## config.mk

```make
export PLATFORM = sky130hd
export DESIGN_NAME = synth_core
export DESIGN_NICKNAME = d
export VERILOG_FILES = /design/src/rtl/synth_core_pkg.sv /design/src/rtl/ref_divider.sv /design/src/rtl/prog_divider.sv /design/src/rtl/phase_comparator.sv /design/src/rtl/lock_detector.sv /design/src/rtl/synth_core.sv
export SDC_FILE = /design/constraint.sdc
export NUM_CORES = 1
export LEC_CHECK = 0
export BUFFER_PORTS_ARGS = -buffer_cell sky130_fd_sc_hd__buf_2
export CAP_MARGIN = 20
export CORE_MARGIN = 1
export CORE_UTILIZATION = 55
export CTS_CLUSTER_DIAMETER = 60
export DETAILED_ROUTE_END_ITERATION = 8
export PLACE_DENSITY = 0.73
export RECOVER_POWER = 100
export SLEW_MARGIN = 20
export SYNTH_ARGS = -nofsm -noshare
export SYNTH_HDL_FRONTEND = slang
export SYNTH_SLANG_ARGS = --single-unit
```

## constraint.sdc

```tcl
create_clock -name clk -period 3.3 [get_ports clk]
set_clock_uncertainty 0.2 [all_clocks]
set_input_delay 0 -clock clk [delete_from_list [all_inputs] [get_ports clk]]
set_output_delay 0 -clock clk [all_outputs]
set_load 0.03 [all_outputs]
```

## src/rtl/synth_core_pkg.sv

```systemverilog
package synth_core_pkg;

  localparam int REF_W = 11;
  localparam int DIV_W = 15;

  typedef enum logic [1:0] {
    SM_STEP100   = 2'd0,
    SM_STEP62    = 2'd1,
    SM_WIDE125   = 2'd2,
    SM_NARROW125 = 2'd3
  } synth_mode_e;

  function automatic logic [REF_W-1:0] ref_ratio(input logic [1:0] m);
    case (synth_mode_e'(m))
      SM_STEP100:   return REF_W'(640);
      SM_STEP62:    return REF_W'(1024);
      default:      return REF_W'(512);
    endcase
  endfunction

  function automatic logic [DIV_W-1:0] div_mask(input logic [1:0] m);
    return (synth_mode_e'(m) == SM_NARROW125) ? DIV_W'(16'h3FFF) : DIV_W'(16'h7FFF);
  endfunction

  function automatic logic [DIV_W-1:0] div_effective(input logic [DIV_W-1:0] n);
    return (n < DIV_W'(2)) ? DIV_W'(2) : n;
  endfunction

endpackage

```

## src/rtl/ref_divider.sv

```systemverilog
module ref_divider
  import synth_core_pkg::*;
#(
  parameter int CNT_W = REF_W
) (
  input  logic       clk,
  input  logic       rst_n,
  input  logic [1:0] mode,
  output logic       ref_tick
);
  logic [CNT_W-1:0] cnt_q;
  logic             reload;

  assign reload = (cnt_q == '0);

  always_ff @(posedge clk or negedge rst_n) begin
    if (!rst_n) begin
      cnt_q    <= '0;
      ref_tick <= 1'b0;
    end else if (reload) begin
      cnt_q    <= CNT_W'(ref_ratio(mode)) - CNT_W'(1);
      ref_tick <= 1'b1;
    end else begin
      cnt_q    <= cnt_q - CNT_W'(1);
      ref_tick <= 1'b0;
    end
  end
endmodule

```

## src/rtl/prog_divider.sv

```systemverilog
module prog_divider
  import synth_core_pkg::*;
#(
  parameter int W = DIV_W
) (
  input  logic         clk,
  input  logic         rst_n,
  input  logic [1:0]   mode,
  input  logic [W-1:0] divisor_in,
  input  logic         divisor_load,
  input  logic         rf_pulse,
  output logic         fb_tick
);
  logic [W-1:0] pending_q;
  logic [W-1:0] cnt_q;
  logic         terminal;

  assign terminal = rf_pulse && (cnt_q == '0);

  always_ff @(posedge clk or negedge rst_n) begin
    if (!rst_n) begin
      pending_q <= '0;
    end else if (divisor_load) begin
      pending_q <= divisor_in & W'(div_mask(mode));
    end
  end

  always_ff @(posedge clk or negedge rst_n) begin
    if (!rst_n) begin
      cnt_q   <= '0;
      fb_tick <= 1'b0;
    end else begin
      fb_tick <= terminal;
      if (terminal)      cnt_q <= W'(div_effective(DIV_W'(pending_q))) - W'(1);
      else if (rf_pulse) cnt_q <= cnt_q - W'(1);
    end
  end
endmodule

```

## src/rtl/phase_comparator.sv

```systemverilog
module phase_comparator (
  input  logic clk,
  input  logic rst_n,
  input  logic ref_tick,
  input  logic fb_tick,
  output logic pump_up,
  output logic pump_dn
);
  logic [1:0] trig;
  logic [1:0] state_q;
  logic [1:0] would_set;
  logic       clear_both;

  assign trig       = {fb_tick, ref_tick};
  assign clear_both = &would_set;

  for (genvar i = 0; i < 2; i++) begin : g_side
    assign would_set[i] = state_q[i] | trig[i];
    always_ff @(posedge clk or negedge rst_n) begin
      if (!rst_n) state_q[i] <= 1'b0;
      else        state_q[i] <= would_set[i] & ~clear_both;
    end
  end

  assign pump_up = state_q[0];
  assign pump_dn = state_q[1];
endmodule

```

## src/rtl/lock_detector.sv

```systemverilog
module lock_detector #(
  parameter int LOCK_PERIODS = 8,
  parameter int WIN_W        = 4,
  localparam int GOOD_W      = $clog2(LOCK_PERIODS + 1),
  localparam int WCNT_W      = WIN_W + 1
) (
  input  logic             clk,
  input  logic             rst_n,
  input  logic             ref_tick,
  input  logic             pump_up,
  input  logic             pump_dn,
  input  logic [WIN_W-1:0] max_width,
  output logic             violation,
  output logic             locked
);
  logic [WCNT_W-1:0] wcnt_q;
  logic [GOOD_W-1:0] good_q;
  logic [GOOD_W-1:0] good_inc;
  logic              bad_q;
  logic              active;

  assign active    = pump_up | pump_dn;
  assign violation = active && (wcnt_q >= WCNT_W'(max_width));
  assign good_inc  = (good_q == GOOD_W'(LOCK_PERIODS)) ? good_q : good_q + GOOD_W'(1);

  always_ff @(posedge clk or negedge rst_n) begin
    if (!rst_n) begin
      wcnt_q <= '0;
    end else if (!active) begin
      wcnt_q <= '0;
    end else if (wcnt_q != '1) begin
      wcnt_q <= wcnt_q + WCNT_W'(1);
    end
  end

  always_ff @(posedge clk or negedge rst_n) begin
    if (!rst_n) begin
      good_q <= '0;
      bad_q  <= 1'b0;
      locked <= 1'b0;
    end else if (ref_tick) begin
      bad_q <= 1'b0;
      if (bad_q || violation) begin
        good_q <= '0;
        locked <= 1'b0;
      end else begin
        good_q <= good_inc;
        locked <= (good_inc == GOOD_W'(LOCK_PERIODS));
      end
    end else if (violation) begin
      good_q <= '0;
      bad_q  <= 1'b1;
      locked <= 1'b0;
    end
  end
endmodule

```

## src/rtl/synth_core.sv

```systemverilog
module synth_core
  import synth_core_pkg::*;
#(
  parameter int LOCK_PERIODS = 8,
  parameter int WIN_W        = 4
) (
  input  logic             clk,
  input  logic             rst_n,
  input  logic [1:0]       mode,
  input  logic [DIV_W-1:0] divisor_in,
  input  logic             divisor_load,
  input  logic             rf_pulse,
  input  logic [WIN_W-1:0] max_width,
  output logic             ref_out,
  output logic             fb_out,
  output logic             pump_up,
  output logic             pump_dn,
  output logic             lock_oe
);
  logic width_violation;
  logic locked;

  ref_divider #(.CNT_W(REF_W)) u_ref (
    .clk      (clk),
    .rst_n    (rst_n),
    .mode     (mode),
    .ref_tick (ref_out)
  );

  prog_divider #(.W(DIV_W)) u_fb (
    .clk          (clk),
    .rst_n        (rst_n),
    .mode         (mode),
    .divisor_in   (divisor_in),
    .divisor_load (divisor_load),
    .rf_pulse     (rf_pulse),
    .fb_tick      (fb_out)
  );

  phase_comparator u_pfd (
    .clk      (clk),
    .rst_n    (rst_n),
    .ref_tick (ref_out),
    .fb_tick  (fb_out),
    .pump_up  (pump_up),
    .pump_dn  (pump_dn)
  );

  lock_detector #(.LOCK_PERIODS(LOCK_PERIODS), .WIN_W(WIN_W)) u_lock (
    .clk       (clk),
    .rst_n     (rst_n),
    .ref_tick  (ref_out),
    .pump_up   (pump_up),
    .pump_dn   (pump_dn),
    .max_width (max_width),
    .violation (width_violation),
    .locked    (locked)
  );

  assign lock_oe = ~locked;
endmodule

```

### Yosys cells after proc, flatten, opt, wreduce, memory -nomap -nowiden

Cells that the tools add are included.

| word-level totals | value |
|---|---|
| flip-flop bits (word level) | 56 |
| input port bits | 25 |
| output and inout bits | 5 |
| word-level logic and storage cells | 61 |

| operators by class | value |
|---|---|
| add/subtract/negate cells | 6 |
| order comparisons | 2 |
| equality and inequality tests | 6 |
| multiplexer cells | 19 |
| bitwise gates (word level) | 8 |
| reduce and logical (&&, ||, !) cells | 9 |

Operators with widths:

| kind | number |
|---|---|
| $mux W15 | 4 |
| $sub A15 B1 Y15 const B | 2 |
| $mux W11 | 2 |
| $pmux W11 S2 | 1 |
| $sub A11 B1 Y11 const B | 2 |
| $mux W4 | 4 |
| $and A15 B15 Y15 | 1 |
| $logic_not A15 Y1 | 1 |
| $lt A15 B2 Y1 const B | 1 |
| $logic_not A11 Y1 | 1 |
| $mux W5 | 2 |
| $eq A4 B4 Y1 const B | 2 |
| $mux W1 | 6 |
| $add A5 B1 Y5 const B | 1 |
| $ge A5 B4 Y1 | 1 |
| $ne A5 B5 Y1 const B | 1 |
| $add A4 B1 Y4 const B | 1 |
| $reduce_bool A2 Y1 | 2 |
| $or A1 B1 Y1 | 3 |
| $and A1 B1 Y1 | 2 |
| $eq A2 B1 Y1 const B | 1 |
| $eq A2 B2 Y1 const B | 1 |
| $logic_and A1 B1 Y1 | 2 |
| $logic_not A2 Y1 | 1 |
| other kinds (4) | 5 |

### Depth between registers and ports, before layout

| logic depth | value |
|---|---|
| word-level depth | 5 |
| gate-level depth with buffers | 14 |
| mapped depth without buffers | 12 |

### Cells and area by module

Synthesis repeated with hierarchy kept, for this count alone.

| second synthesis, totals | value |
|---|---|
| cell total of the unflattened synthesis | 323 |
| area, all modules | 3200.6 sq um |

Modules (own cells, without submodules):

| module | instances | cells an instance | area each (sq um) | sequential area each (sq um) |
|---|---|---|---|---|
| prog_divider | 1 | 191 | 1849.3 | 775.7 |
| lock_detector | 1 | 78 | 728.2 | 275.3 |
| ref_divider | 1 | 48 | 550.5 | 300.3 |
| phase_comparator | 1 | 5 | 68.8 | 50.0 |
| synth_core | 1 | 1 | 3.8 | 0.0 |

### Worst setup path before layout

No wires, ideal clock.

| timing path | value |
|---|---|
| path kind | flip-flop to flip-flop |
| start | register u_fb.cnt_q[0] |
| end | register u_fb.cnt_q[12] |
| setup time | 0.116 ns |
| arrival time | 2.597 ns |
| data required time | 2.984 ns |
| path slack | 0.387 ns |
| cell stages (with the launch flop) | 14 |
| path buffers | 2 |
| clock period less this slack | 2.913 ns |
| path through | dfrtp_1 nor3_1 and4_1 buf_2 nand2_1 inv_1 buf_2 a21oi_1 ha_1 nor3b_1 o311a_1 and2_1 nand3_1 o311ai_0 |

| between the ends | value |
|---|---|
| cells in the longest elaborated chain, start to end | 3 |
| elaborated cells on any way between the ends | 6 |
| classes of those cells | add/sub: 1; mux: 2; reduce/logical: 3 |

Ends and longest elaborated chain:

| what | RTL line | text |
|---|---|---|
| from (decl) | prog_divider.sv:15 | `logic [W-1:0] cnt_q;` |
| from (signal assigned) | prog_divider.sv:34 | `if (terminal) cnt_q <= W'(div_effective(DIV_W'(pending_q))) - W'(1);` |
| from (signal assigned) | prog_divider.sv:35 | `else if (rf_pulse) cnt_q <= cnt_q - W'(1);` |
| $logic_not A15 Y1 * | prog_divider.sv:18 | `assign terminal = rf_pulse && (cnt_q == '0);` |
| $logic_and A1 B1 Y1 * | prog_divider.sv:18 |  |
| via u_fb.terminal | prog_divider.sv:16 | `logic terminal;` |
| $mux W15 / $reduce_bool A2 Y1 (equally long branches) | - |  |

The timed path passes the listed nets; every way through them passes the cells marked *. The select of a mux whose other input is x is not followed.
A chain may end at the register's enable or synchronous reset.

### Worst setup path in the final report

| timing path | value |
|---|---|
| start | register u_fb.cnt_q[11] |
| end | register u_fb.cnt_q[9] |

| between the ends | value |
|---|---|
| cells in the longest elaborated chain, start to end | 3 |
| elaborated cells on any way between the ends | 4 |
| classes of those cells | mux: 1; reduce/logical: 3 |

Ends and longest elaborated chain:

| what | RTL line |
|---|---|
| $logic_not A15 Y1 * | prog_divider.sv:18 |
| $logic_and A1 B1 Y1 * | prog_divider.sv:18 |
| $mux W15 / $reduce_bool A2 Y1 (equally long branches) | - |

Mark *: on every way between the ends. The rest lies on a longest branch, timed or not.

==> impl_metrics.csv <==
group,metric,value,unit
outcome,status,"complete, but fails checks",
outcome,violations,"hold timing, capacitance limit, slew limit",
floorplanning,fp.dieH,76.7,microns
yosys,synth-seq-cells,56,
power_and_ir_drop,p_leak,1.59,nW
clock_network,cts_max_path_buffers,2,
yosys,syn_area,0.00307,sq mm
global_route,gr-total-overflow,0,
floorplanning,die_w,76.7,microns
placed_design,dp_cells,416,
clock_network,cts_sinks,56,
sta,post-route-period-util,94.9,%
power_and_ir_drop,total_power,2.09,mW
route,drt_pass1_iterations,5,
yosys,synth-async-reset-ratio,100,%
critical_path,reg2reg_to,"u_fb.cnt_q[9]",
cells_and_area,seq_area,0.00140,sq mm
global_route,grt_pass1_vias,2577,
cells_and_area,drive_gt1_share,15.4,%
critical_path,r2r_slack,0.17,ns
power_and_ir_drop,p_per_area,571,mW/mm^2
sta,slew_viol_final,39,
critical_path,cp.required,3.31,ns
critical_path,cp_max_fo,5,
floorplanning,io_pins,30,
route,wire_per_inst,15.4,microns
placed_design,finalWeightedCongestion,0.885,
yosys,yosysTopAreaCell,"dfrtp_1",
cells_and_area,stdcell_area,0.00365,sq mm
sta,fmax,319,MHz
critical_path,critPathLaunchType,"flip-flop",
job,max-cap-violations,1,
critical_path,worst-r2r-cell-count,7,
critical_path,end_kind,"flip-flop",
clock_network,post_cts_buffers,0,
critical_path,worstPathArrival,3.14,ns
min_path,min_path_type,"input port to flip-flop",
yosys,avgSynthCellArea,9.60,sq um
yosys,ys_types,53,
global_route,antenna_found_initial,0,
global_route,grt_max_degree,39,
cells_and_area,fin_cells,446,
power_and_ir_drop,vdd_drop_max,0.000353,V
global_route,track_usage,25.4,%
clock_network,cts_tree,"done",
critical_path,crit_start,"u_fb.cnt_q[11]",
critical_path,regToRegStartpoint,"u_fb.cnt_q[11]",
yosys,synth_top_area_share,45.6,%
sta,min_period,3.13,ns
sta,hold_viol_final,4,
route,via_per_inst,5.71,
yosys,synth_area_leaders,"dfrtp_1 (46%), mux2_2 (5.5%), nor2_1 (5.0%), ha_1 (4.1%), nand2_1 (3.3%)",
sta,fin_ws,0.167,ns
placed_design,place_ws,0.124,ns
floorplanning,coreArea,0.00524,sq mm
clock_network,cts-buffers-inserted,5,
route,first_iter_violations,182,
cells_and_area,multiInputGateArea,0.00157,sq mm
route,drc,0,
yosys,mappedNetlistNets,355,
yosys,ys_warn_count,0,
floorplanning,initial_core_util,58.6,%
sta,slew_headroom,-33.1,%
sta,setup_viol,0,
clock_network,clock-root-buffer,"clkbuf_8",
yosys,synth-main-ff-cell,"dfrtp_1",
route,vias,2548,
critical_path,cp-endpoint,"u_fb.cnt_q[9]",
yosys,synth-edff-count,0,
clock_network,clkLatencyLatePin,0.31,ns
cells_and_area,antennaDiodeCount,0,
floorplanning,die_area,0.00589,sq mm
yosys,synth_most_common_cell,"dfrtp_1",
critical_path,crit_type,"flip-flop to flip-flop",
route,routed_wl,6870,microns
cells_and_area,fin_nets,411,
sta,holdWs,-0.00403,ns
cells_and_area,syn_to_final_growth,18.9,%
sta,rsz0062_at_grt,"no",
sta,worst_slew_pin_slew,2.00,ns
global_route,grt_first_pass_wirelength,11800,microns
clock_network,htree_levels,2,
cells_and_area,n_fill_cell,427,
placed_design,dp_hpwl,4710,microns
sta,fin_tns_setup,0,ns
yosys,syn_inst,320,
placed_design,portBuffers,29,
placed_design,placed_area,0.00331,sq mm
yosys,seq_area_frac_synth,45.6,%
floorplanning,row_count,26,
yosys,synthTopCellsByCount,"dfrtp_1 (56), nor2_1 (41), nand2_1 (27)",
route,postRouteAntennaNets,0,
clock_network,clk_pin_slew,0.11,ns
==> registers in the layout, indices dropped and copies added (netlist names), 4 cells and up <==
register / count
u_fb.cnt_q: 15
u_fb.pending_q: 15
u_ref.cnt_q: 11
u_lock.wcnt_q: 5
u_lock.good_q: 4
==> layout by cell type (no fill, tap or decap), types with 2 or more instances in the layout <==
cell,instances
nor2_1,41
o21a_1,4
mux2i_1,6
o21ai_0,15
dlygate4sd3_1,23
dfrtp_1,56
clkbuf_2,2
buf_2,22
and3_1,5
o31ai_1,2
clkbuf_8,5
clkbuf_1,7
o211ai_1,3
nand4_1,3
or3_1,6
mux2_2,15
nor2b_1,6
inv_1,18
buf_4,3
o311ai_0,3
nand2b_1,2
xnor2_1,4
ha_1,10
a21oi_1,16
xor2_1,7
a31oi_1,6
bufinv_16,2
nor3_2,2
nand2_1,27
and2_1,2
nor4_1,5
a211o_1,2
nor4b_1,3
nand3_1,7
nor3_1,13
==> report_power, final <==
part | internal, mW | total [mW] | switching [mW]
Sequential | 0.819 | 1.01 | 0.189
Clock | 0.299 | 0.517 | 0.218
Combinational | 0.251 | 0.561 | 0.310
==> logic make-up (layout without fill, tap and decap cells) <==
kind of cell	after synthesis	in the layout	synth area share, %
AND/OR/NAND/NOR	133	133	23.0
multiplexers	21	21	7.45
buffers and inverters	26	82	3.26
adder cells (fa/ha/maj)	10	10	4.07
XOR/XNOR	11	11	3.14
AO/OA/AOI/OAI	63	63	13.5
flip-flops	56	56	45.6
==> worst max-delay path, stage by stage (launching register included) <==
cell and delay, ns:
dfrtp_1 0.43, nor4_1 0.56, nand4_1 0.36, a2111oi_1 0.79, nor4_1 0.22, nand2_1 0.20, nor3_1 0.08, a211oi_1 0.20
==> what timing repair did <==
action,in CTS,in global routing
hold buffers,23,0
gates resized for setup,0,3
setup endpoints to repair,0,3
hold endpoints to repair,63,0
==> how the worst min path moves through the flow <==
stage,start,to,slack [ns],depth (start not counted)
floorplan,rst_n,u_fb.cnt_q[0],-0.50,0
global placement,rst_n,u_pfd.pump_dn,-0.05,1
detailed placement,rst_n,u_pfd.pump_dn,-0.06,1
CTS,divisor_load,u_fb.pending_q[6],0.001,2
global route,divisor_load,u_fb.pending_q[13],0.02,2
finish,divisor_load,u_fb.pending_q[4],-0.004,2
==> cell type report <==
cell class / count / share of cell area (%)
Inverter: 18 / 1.85
Tap cell: 70 / 2.40
Clock inverter: 2 / 1.64
Sequential cell: 56 / 38.4
Timing Repair Buffer: 57 / 10.9
Clock buffer: 5 / 1.88
Multi-Input combinational cell: 238 / 42.9
==> layer usage <==
| metal | up-vias | wire (microns) | share of wire [%] | global-route usage (%) |
|---|---|---|---|---|
| li1 | 1253 | - | - | - |
| met1 | 1243 | 3180 | 46 | 32.6 |
| met2 | 50 | 3480 | 51 | 44.3 |
| met3 | 2 | 191 | 2.8 | 3.69 |
| met4 | 0 | 27 | 0.39 | 7.31 |
| met5 | - | 0 | 0 | 0 |
==> per-stage QoR <==
step / hold WS (ns) / utilization, %
final: -0.00403 / 69.7
after global routing: 0.0187 / 69.7
after CTS: 0.00121 / 70.0
after detailed placement: -0.0554 / 63.2
after global placement: -0.0511 / 63.2
after floorplan: -0.496 / -
Power figures use the tool's default switching activity.
